[src/rtl/pix_load_pkg.sv]
package pix_load_pkg;
    localparam int PIX_W     = 8;
    localparam int OVL_W     = 2;
    localparam int LANES_MAX = 5;

    typedef struct packed {
        logic [OVL_W-1:0] ovl;
        logic [PIX_W-1:0] pix;
    } lane_t;
endpackage

[src/rtl/pix_strobe_sync.sv]
module pix_strobe_sync (
    input  logic clk,
    input  logic rst_n,
    input  logic strobe_i,
    output logic capture_o,
    output logic edge_o
);
    typedef struct packed {
        logic s1;
        logic s2;
        logic s3;
    } sync_t;

    sync_t st_d, st_q;

    always_comb begin
        st_d    = st_q;
        st_d.s1 = strobe_i;
        st_d.s2 = st_q.s1;
        st_d.s3 = st_q.s2;
    end

    always_ff @(posedge clk) begin
        if (!rst_n) st_q <= '0;
        else        st_q <= st_d;
    end

    assign capture_o = strobe_i & ~st_q.s1;
    assign edge_o    = st_q.s2 & ~st_q.s3;

    assert_edge_lag_R2: assert property (@(posedge clk) disable iff (!rst_n)
        edge_o |-> ($past(strobe_i, 2) && !$past(strobe_i, 3)));
endmodule

[src/rtl/pix_cadence_track.sv]
module pix_cadence_track #(
    parameter int LANES_MAX = 5
) (
    input  logic clk,
    input  logic rst_n,
    input  logic edge_i,
    input  logic five_i,
    output logic locked_o
);
    localparam int CW = $clog2(LANES_MAX) + 1;
    localparam logic [CW-1:0] CNT_SAT    = '1;
    localparam logic [CW-1:0] LAST_LONG  = CW'(LANES_MAX - 1);
    localparam logic [CW-1:0] LAST_SHORT = CW'(LANES_MAX - 2);

    typedef struct packed {
        logic [CW-1:0] cnt;
        logic [1:0]    hits;
        logic          five;
    } trk_t;

    trk_t st_d, st_q;
    logic [CW-1:0] last;
    logic          ratio_chg;

    always_comb begin
        last      = five_i ? LAST_LONG : LAST_SHORT;
        ratio_chg = (five_i != st_q.five);
        st_d      = st_q;
        st_d.five = five_i;
        if (edge_i)                 st_d.cnt = '0;
        else if (st_q.cnt != CNT_SAT) st_d.cnt = st_q.cnt + 1'b1;

        if (ratio_chg) begin
            st_d.hits = 2'd0;
            if (!edge_i) st_d.cnt = CNT_SAT;
        end else if (edge_i) begin
            if (st_q.cnt == last)
                st_d.hits = (st_q.hits == 2'd2) ? 2'd2 : st_q.hits + 2'd1;
            else
                st_d.hits = 2'd0;
        end else if (st_q.cnt == last) begin
            st_d.hits = 2'd0;
        end
    end

    always_ff @(posedge clk) begin
        if (!rst_n) begin
            st_q.cnt  <= CNT_SAT;
            st_q.hits <= 2'd0;
            st_q.five <= 1'b0;
        end else begin
            st_q <= st_d;
        end
    end

    assign locked_o = (st_q.hits == 2'd2);

    assert_ratio_unlock_R7: assert property (@(posedge clk) disable iff (!rst_n)
        (five_i != st_q.five) |=> !locked_o);
    assert_mismatch_unlock_R6: assert property (@(posedge clk) disable iff (!rst_n)
        (edge_i && st_q.cnt != last) |=> !locked_o);
    assert_lock_on_edge_R5: assert property (@(posedge clk) disable iff (!rst_n)
        $rose(locked_o) |-> $past(edge_i));
endmodule

[src/rtl/pix_lane_serial.sv]
module pix_lane_serial
    import pix_load_pkg::*;
#(
    parameter int LANES = LANES_MAX
) (
    input  logic                  clk,
    input  logic                  rst_n,
    input  logic                  capture_i,
    input  logic                  load_i,
    input  logic                  five_i,
    input  logic [LANES*$bits(lane_t)-1:0] word_i,
    output lane_t                 lane_o
);
    localparam int LW = $bits(lane_t);
    localparam int IW = $clog2(LANES);
    localparam logic [IW-1:0] LAST_LONG  = IW'(LANES - 1);
    localparam logic [IW-1:0] LAST_SHORT = IW'(LANES - 2);

    typedef struct packed {
        logic [LANES*LW-1:0] stage;
        lane_t [LANES-1:0]   bank;
        logic [IW-1:0]       idx;
    } ser_t;

    ser_t  st_d, st_q;
    lane_t [LANES-1:0] stage_lanes;
    logic [IW-1:0] last;

    for (genvar g = 0; g < LANES; g++) begin : g_split
        assign stage_lanes[g] = lane_t'(st_q.stage[g*LW +: LW]);
    end

    always_comb begin
        last = five_i ? LAST_LONG : LAST_SHORT;
        st_d = st_q;
        if (capture_i) st_d.stage = word_i;
        if (load_i) begin
            st_d.bank = stage_lanes;
            st_d.idx  = '0;
        end else if (st_q.idx >= last) begin
            st_d.idx = '0;
        end else begin
            st_d.idx = st_q.idx + 1'b1;
        end
    end

    always_ff @(posedge clk) begin
        if (!rst_n) st_q <= '0;
        else        st_q <= st_d;
    end

    assign lane_o = st_q.bank[st_q.idx];

    assert_load_restart_R9: assert property (@(posedge clk) disable iff (!rst_n)
        load_i |=> (st_q.idx == '0));
endmodule

[src/rtl/pix_load_mux.sv]
module pix_load_mux
    import pix_load_pkg::*;
#(
    parameter int LANES = LANES_MAX
) (
    input  logic                            clk,
    input  logic                            rst_n,
    input  logic                            strobe_i,
    input  logic                            five_i,
    input  logic [LANES*(PIX_W+OVL_W)-1:0]  word_i,
    output logic [PIX_W-1:0]                pix_o,
    output logic [OVL_W-1:0]                ovl_o,
    output logic                            locked_o
);
    logic  capture;
    logic  load;
    lane_t lane;

    pix_strobe_sync u_sync (
        .clk       (clk),
        .rst_n     (rst_n),
        .strobe_i  (strobe_i),
        .capture_o (capture),
        .edge_o    (load)
    );

    pix_cadence_track #(.LANES_MAX(LANES)) u_track (
        .clk      (clk),
        .rst_n    (rst_n),
        .edge_i   (load),
        .five_i   (five_i),
        .locked_o (locked_o)
    );

    pix_lane_serial #(.LANES(LANES)) u_serial (
        .clk       (clk),
        .rst_n     (rst_n),
        .capture_i (capture),
        .load_i    (load),
        .five_i    (five_i),
        .word_i    (word_i),
        .lane_o    (lane)
    );

    assign pix_o = lane.pix;
    assign ovl_o = lane.ovl;
endmodule

[config.mk]
export PLATFORM = sky130hd
export DESIGN_NAME = pix_load_mux
export DESIGN_NICKNAME = d
export VERILOG_FILES = /design/src/rtl/pix_load_pkg.sv /design/src/rtl/pix_strobe_sync.sv /design/src/rtl/pix_cadence_track.sv /design/src/rtl/pix_lane_serial.sv /design/src/rtl/pix_load_mux.sv
export SDC_FILE = /design/constraint.sdc
export NUM_CORES = 1
export LEC_CHECK = 0
export CORE_MARGIN = 2
export CORE_UTILIZATION = 39
export DETAILED_ROUTE_END_ITERATION = 12
export GPL_ROUTABILITY_DRIVEN = 1
export GPL_TIMING_DRIVEN = 1
export PLACE_DENSITY_LB_ADDON = 0.25
export SYNTH_ARGS = -nofsm -noshare
export SYNTH_HDL_FRONTEND = slang
export SYNTH_SLANG_ARGS = --single-unit
export TNS_END_PERCENT = 20
[constraint.sdc]
create_clock -name clk -period 3.65 [get_ports clk]
set_input_delay 0.365 -clock clk [delete_from_list [all_inputs] [get_ports clk]]
set_output_delay 0.365 -clock clk [all_outputs]
set_load 0.05 [all_outputs]
==> flow_metrics.tcl, run 1 <==
set metrics [dict create \
    first_iter_violations 238 \
    yosysWarnings 0 \
    critical_path.max_fanout 14 \
    htreeDepth 4 \
    hold_path.class "reg -> reg" \
    num_rows 40 \
    layout-drive-gt1-share_pct 7.12 \
    synth_area_per_cell_sq_um 8.66 \
    crit_path_end_kind "output port" \
    final_max_slew_viol_count 0 \
    synthesis.nets 605 \
    fin_worst_skew_ps 6.24 \
    synth_commonest_cells "nand2_1, dfxtp_1, a21boi_0, buf_2" \
    ys_seq_area_share_pct 48.0 \
    yosysMostFrequentCell "nand2_1" \
    fin_crit_ps 3120 \
    grt_usage_pct 17.4 \
    async_reset_ff_share_pct 0 \
    antenna_found_initial 0 \
    coreArea_sq_um 11900 \
    ys_top_cells_by_area "dfxtp_1, nand2_1, a21boi_0" \
    rsz0062_at_grt "no" \
    die_w_um 114 \
    numCtsBuffers 17 \
    synth_top_area_share_pct 48.0 \
    clock_path_buffers 2 \
    drc 0 \
    tritoncts "done" \
    ios 65 \
    grt_pass1_wl_um 17600 \
    start_kind "flop" \
    ant_nets 0 \
    firstDrtPassIters 4 \
    port_buffers 64 \
    synthDistinctLibCells 26 \
    dp_hpwl_um 7240 \
    viasPerCell 4.93 \
    wire_per_inst_um 14.2 \
    timing.slew.headroom_pct 25.6 \
    initial_utilization_pct 39.5 \
    grt_overflow 0 \
    syn_to_final_growth_pct 27.8 \
    grt_pass1_vias 3672 \
    cts_hold_buffers 0 \
    hold_violations 0 \
    syn-instance-count 544 \
    routed_wl_um 10600 \
    clock_latency_ps 400 \
    clk_pin_slew_worst_paths_ps 50 \
    setup_tns_ps 0 \
    slowest_delay_ps 800 \
    path_class "reg -> out" \
    cts_root_buffer "clkbuf_16" \
    synth_edf_count 0 \
    critPathTopFamily "buffers and inverters" \
    cts_setup_buffers 0 \
    cts.repair.resized 0 \
    cp_cell_sequence "mux4_1, inv_1, o21ai_0, clkdlybuf4s50_1" \
    antennaDiodeCount 0 \
    ys.flop_type "dfxtp_1" \
    vdd_ir_drop_max_mv 0.385 \
    cp.required_ps 3280 \
    utilization_pct 50.5 \
    worst-path-buf-inv 2 \
    grt_max_degree 58 \
    reg2reg_slack_ps 1760 \
    die_h_um 114 \
    cts.sinks 113 \
    crit_arrival_ps 2760 \
    design_area_sq_um 6020 \
    fin_crit_sh_pct 85.5 \
    finalNetCount 652 \
    synth_top_cell_by_area "dfxtp_1" \
    finalSetupViolations 0 \
    drv_cap 0 \
    p_leak_uw 0.00215 \
    gp_congestion 0.852 \
    tightestPinTransition_ps 1110 \
    pre_cts_slack_ps 941 \
    synthesis.area_sq_um 4710 \
    dieArea_sq_um 13000 \
    fmax_mhz 320 \
    num_vias 3701 \
    synth-seq-cells 113 \
    status "finished clean" \
    place_area_sq_um 5400 \
    slowest_stage "dfxtp_1" \
    timing.final.ws_setup_ps 530 \
    p_total_uw 3310 \
    cellPowerDensity_nw_per_um2 550 \
]
==> tightest hold or removal path: cells and delay by family, from the launching register on <==
kind	cells	cell delay [ps]
AOI/OAI and AO/OA	1	50
DFF	1	310
and+or+nand+nor	1	50
==> cells by family (layout without fill, tap and decap cells) <==
group | Yosys count | count (layout) | synth area share, %
and+or+nand+nor | 233 | 233 | 20.3
AOI/OAI and AO/OA | 120 | 120 | 18.3
DFF | 113 | 113 | 48.0
buffers and inverters | 54 | 114 | 5.07
muxes | 14 | 14 | 5.95
adders and majority gates | 7 | 7 | 1.86
xor gates and xnor gates | 3 | 3 | 0.558
==> final timing paths <==
kind | from | end | cells past startpoint
setup reg to reg | u_serial.st_q[0]$_SDFF_PP0_ | u_serial.st_q[2]$_SDFF_PP0_ | 5
hold reg to reg | u_serial.stage_lanes[49]$_SDFFE_PN0P_ | u_serial.stage_lanes[49]$_SDFFE_PN0P_ | 2
setup / recovery | u_serial.st_q[0]$_SDFF_PP0_ | ovl_o[1] | 4
hold / removal | u_serial.stage_lanes[49]$_SDFFE_PN0P_ | u_serial.stage_lanes[49]$_SDFFE_PN0P_ | 2
==> layout by cell type, fill, tap and decap left out <==
master / count
nand2b_1: 4
buf_12: 1
bufinv_16: 4
xnor2_1: 3
o21ai_0: 4
nand3b_1: 2
clkbuf_16: 17
clkbuf_1: 2
clkinvlp_4: 2
o21ai_1: 7
a211oi_1: 3
a21oi_1: 5
nor2b_4: 2
dfxtp_1: 113
nand3_1: 2
nand4bb_1: 2
nand4_1: 4
mux4_2: 6
a21boi_0: 89
mux2i_1: 4
clkinv_2: 5
nor3b_4: 1
inv_1: 15
mux4_1: 4
clkdlybuf4s50_1: 63
buf_4: 2
buf_2: 1
ha_1: 7
clkbuf_8: 2
nand2_1: 210
a21o_1: 1
and2_1: 6
a21boi_1: 11
==> cell type report <==
| class | count | area [sq um] |
|---|---|---|
| fillers | 1176 | 5890 |
| inverters | 15 | 56.3 |
| clock buffers | 21 | 460 |
| well taps | 147 | 184 |
| multi-input cells | 377 | 2220 |
| flip-flops and latches | 113 | 2260 |
| clock inverters | 11 | 160 |
| repair buffers | 67 | 671 |
==> routing by layer <==
layer  routed length [um]  track usage [%]  vias to the layer above
li1                     -                -                     1886
met1                 5010             21.9                     1726
met2                 5040             28.7                       75
met3                  411             4.36                       14
met4                  174             6.91                        0
met5                    0                0                        -
==> state kept, by name (all words and copies together), names as in the netlist <==
signal / flops
u_serial.st_q: 53
u_track.st_q: 7
u_sync.st_q: 1
u_serial.stage_lanes: 50
u_sync.st_d: 2
==> per-stage QoR <==
stage,instances,hold slack [ps]
floorplan,544,435
global placement,719,445
detailed placement,719,450
CTS,751,457
global route,751,480
finish,751,453
==> report_power, final <==
part | leakage, uW | internal, uW | switching [uW]
clock network | 0.000303 | 1170 | 549
logic | 0.000924 | 138 | 121
registers | 0.000921 | 1290 | 48.9
total | 0.00215 | 2590 | 719
Note: power is estimated with default switching activity, not from simulation.
==> run 2: changes to the inputs <==
--- a/config.mk
+++ b/config.mk
@@ -14,4 +14,4 @@
 export SYNTH_ARGS = -nofsm -noshare
 export SYNTH_HDL_FRONTEND = slang
 export SYNTH_SLANG_ARGS = --single-unit
-export TNS_END_PERCENT = 20
+export TNS_END_PERCENT = 100
==> results of run 2 <==
No change in the layout: final DEF, timing and power equal those of run 1.
==> run 3: changes to the inputs <==
==> constraint.sdc (replaced) <==
create_clock -name clk -period 3.2 [get_ports clk]
set_input_delay 0.32 -clock clk [delete_from_list [all_inputs] [get_ports clk]]
set_output_delay 0.32 -clock clk [all_outputs]
set_load 0.05 [all_outputs]
==> flow_metrics.tcl, run 3 (synthesis gave the netlist of run 1 again) <==
set metrics [dict create \
    status "finished clean" \
    p_leak_uw 0.00217 \
    timing.slew.headroom_pct 25.7 \
    die_w_um 114 \
    wire_per_inst_um 13.9 \
    hold_path.class "reg -> reg" \
    fin_worst_skew_ps 13.3 \
    num_rows 40 \
    pre_cts_slack_ps 571 \
    dp_hpwl_um 7230 \
    reg2reg_to "u_serial.st_q[1]$_SDFF_PP0_" \
    antennaDiodeCount 0 \
    grt_pass1_vias 3597 \
    coreArea_sq_um 11900 \
    tritoncts "done" \
    grt_usage_pct 17.3 \
    cellPowerDensity_nw_per_um2 620 \
    initial_utilization_pct 39.5 \
    finalSetupViolations 0 \
    viasPerCell 4.88 \
    timing.rr.start "u_serial.st_q[0]$_SDFF_PP0_" \
    firstDrtPassIters 5 \
    timing.final.ws_setup_ps 165 \
    finalNetCount 654 \
    holdPathEnd "u_serial.stage_lanes[20]$_SDFFE_PN0P_" \
    path_class "reg -> out" \
    reg2reg_depth 5 \
    fin_crit_sh_pct 94.8 \
    htreeDepth 4 \
    layout-drive-gt1-share_pct 7.59 \
    cp.required_ps 2880 \
    grt_overflow 0 \
    cts_hold_buffers 0 \
    hp-start "u_serial.stage_lanes[20]$_SDFFE_PN0P_" \
    setup_tns_ps 0 \
    routed_wl_um 10400 \
    fmax_mhz 329 \
    drv_cap 0 \
    crit_arrival_ps 2720 \
    start_kind "flop" \
    clock_path_buffers 2 \
    hold_violations 0 \
    final_common_cell "nand2_1" \
    grt_max_degree 54 \
    largest_reg_flops 53 \
    ios 65 \
    rsz0062_at_grt "no" \
    numCtsBuffers 17 \
    port_buffers 64 \
    grt_pass1_wl_um 17400 \
    critical_path.max_fanout 14 \
    cts.repair.resized 0 \
    final_max_slew_viol_count 0 \
    crit_path_end_kind "output port" \
    max_flop_register "u_serial.st_q" \
    antenna_found_initial 0 \
    dieArea_sq_um 13000 \
    syn_to_final_growth_pct 28.2 \
    clk_pin_slew_worst_paths_ps 50 \
    p_total_uw 3750 \
    min_path_cells 2 \
    tightestPinTransition_ps 1110 \
    cts.sinks 113 \
    reg2reg_slack_ps 1350 \
    gp_congestion 0.873 \
    fill_cells 1116 \
    ant_nets 0 \
    first_iter_violations 166 \
    vdd_ir_drop_max_mv 0.307 \
    num_vias 3671 \
    cts_root_buffer "clkbuf_16" \
    die_h_um 114 \
    final_cell_mix "nand2_1, dfxtp_1, a21boi_0" \
    fin_crit_ps 3040 \
    drc 0 \
    cts_setup_buffers 0 \
    clock_latency_ps 420 \
]
run 3: changes by cell type in the layout (fill, tap and decap cells not counted):
| cell | delta |
|---|---|
| bufinv_16 | -1 |
| buf_4 | +1 |
| clkinvlp_4 | -1 |
| clkbuf_8 | +2 |
| buf_12 | +1 |
| clkbuf_1 | -1 |
| clkinv_4 | +1 |
run 3: per-stage QoR:
stage / cell area, sq um / hold WS (ps) / std cells / utilization, %
2_1_floorplan: 4710 / 435 / 544 / -
3_3_place_gp: 5430 / 447 / 721 / 45.5
3_5_place_dp: 5430 / 449 / 721 / 45.5
4_1_cts: 6040 / 453 / 753 / 50.7
5_1_grt: 6040 / 465 / 753 / 50.7
6_report: 6040 / 453 / 753 / 50.7
run 3: worst max-delay path: stages, from the launching register on:
cell and delay [ps]:
dfxtp_1 780, mux4_1 630, inv_1 70, o21ai_0 90
clkdlybuf4s50_1 730
run 3: cell type report:
class                      count  area, sq um  area share (%)
multi-input combinational    377         2220            36.8
inverter                      15         56.3           0.932
tap                          147          184            3.04
sequential                   113         2260            37.4
clock buffer                  22          484            8.02
clock inverter                10          131            2.17
timing repair buffer          69          698            11.6
run 3: worst max path at each step:
stage	start	to	slack, ps
floorplan	u_serial.st_q[1]$_SDFF_PP0_	ovl_o[1]	1010
global placement	u_serial.st_q[0]$_SDFF_PP0_	ovl_o[1]	580
detailed placement	u_serial.st_q[0]$_SDFF_PP0_	ovl_o[1]	570
CTS	u_serial.st_q[0]$_SDFF_PP0_	ovl_o[1]	130
global route	u_serial.st_q[0]$_SDFF_PP0_	ovl_o[1]	10
finish	u_serial.st_q[0]$_SDFF_PP0_	pix_o[1]	160
run 3: per-layer routing:
layer	GRT usage [%]	up-vias	share of wire, %
li1	-	1886	-
met4	6.42	0	1.4
met5	0	-	0
met3	5.53	17	4.6
met1	22.1	1698	48
met2	27.7	70	46
run 3: report_power, final:
part	internal (uW)	switching, uW	leakage, uW
Sequential	1470	54.2	0.000921
Combinational	160	137	0.000940
Clock	1300	632	0.000306
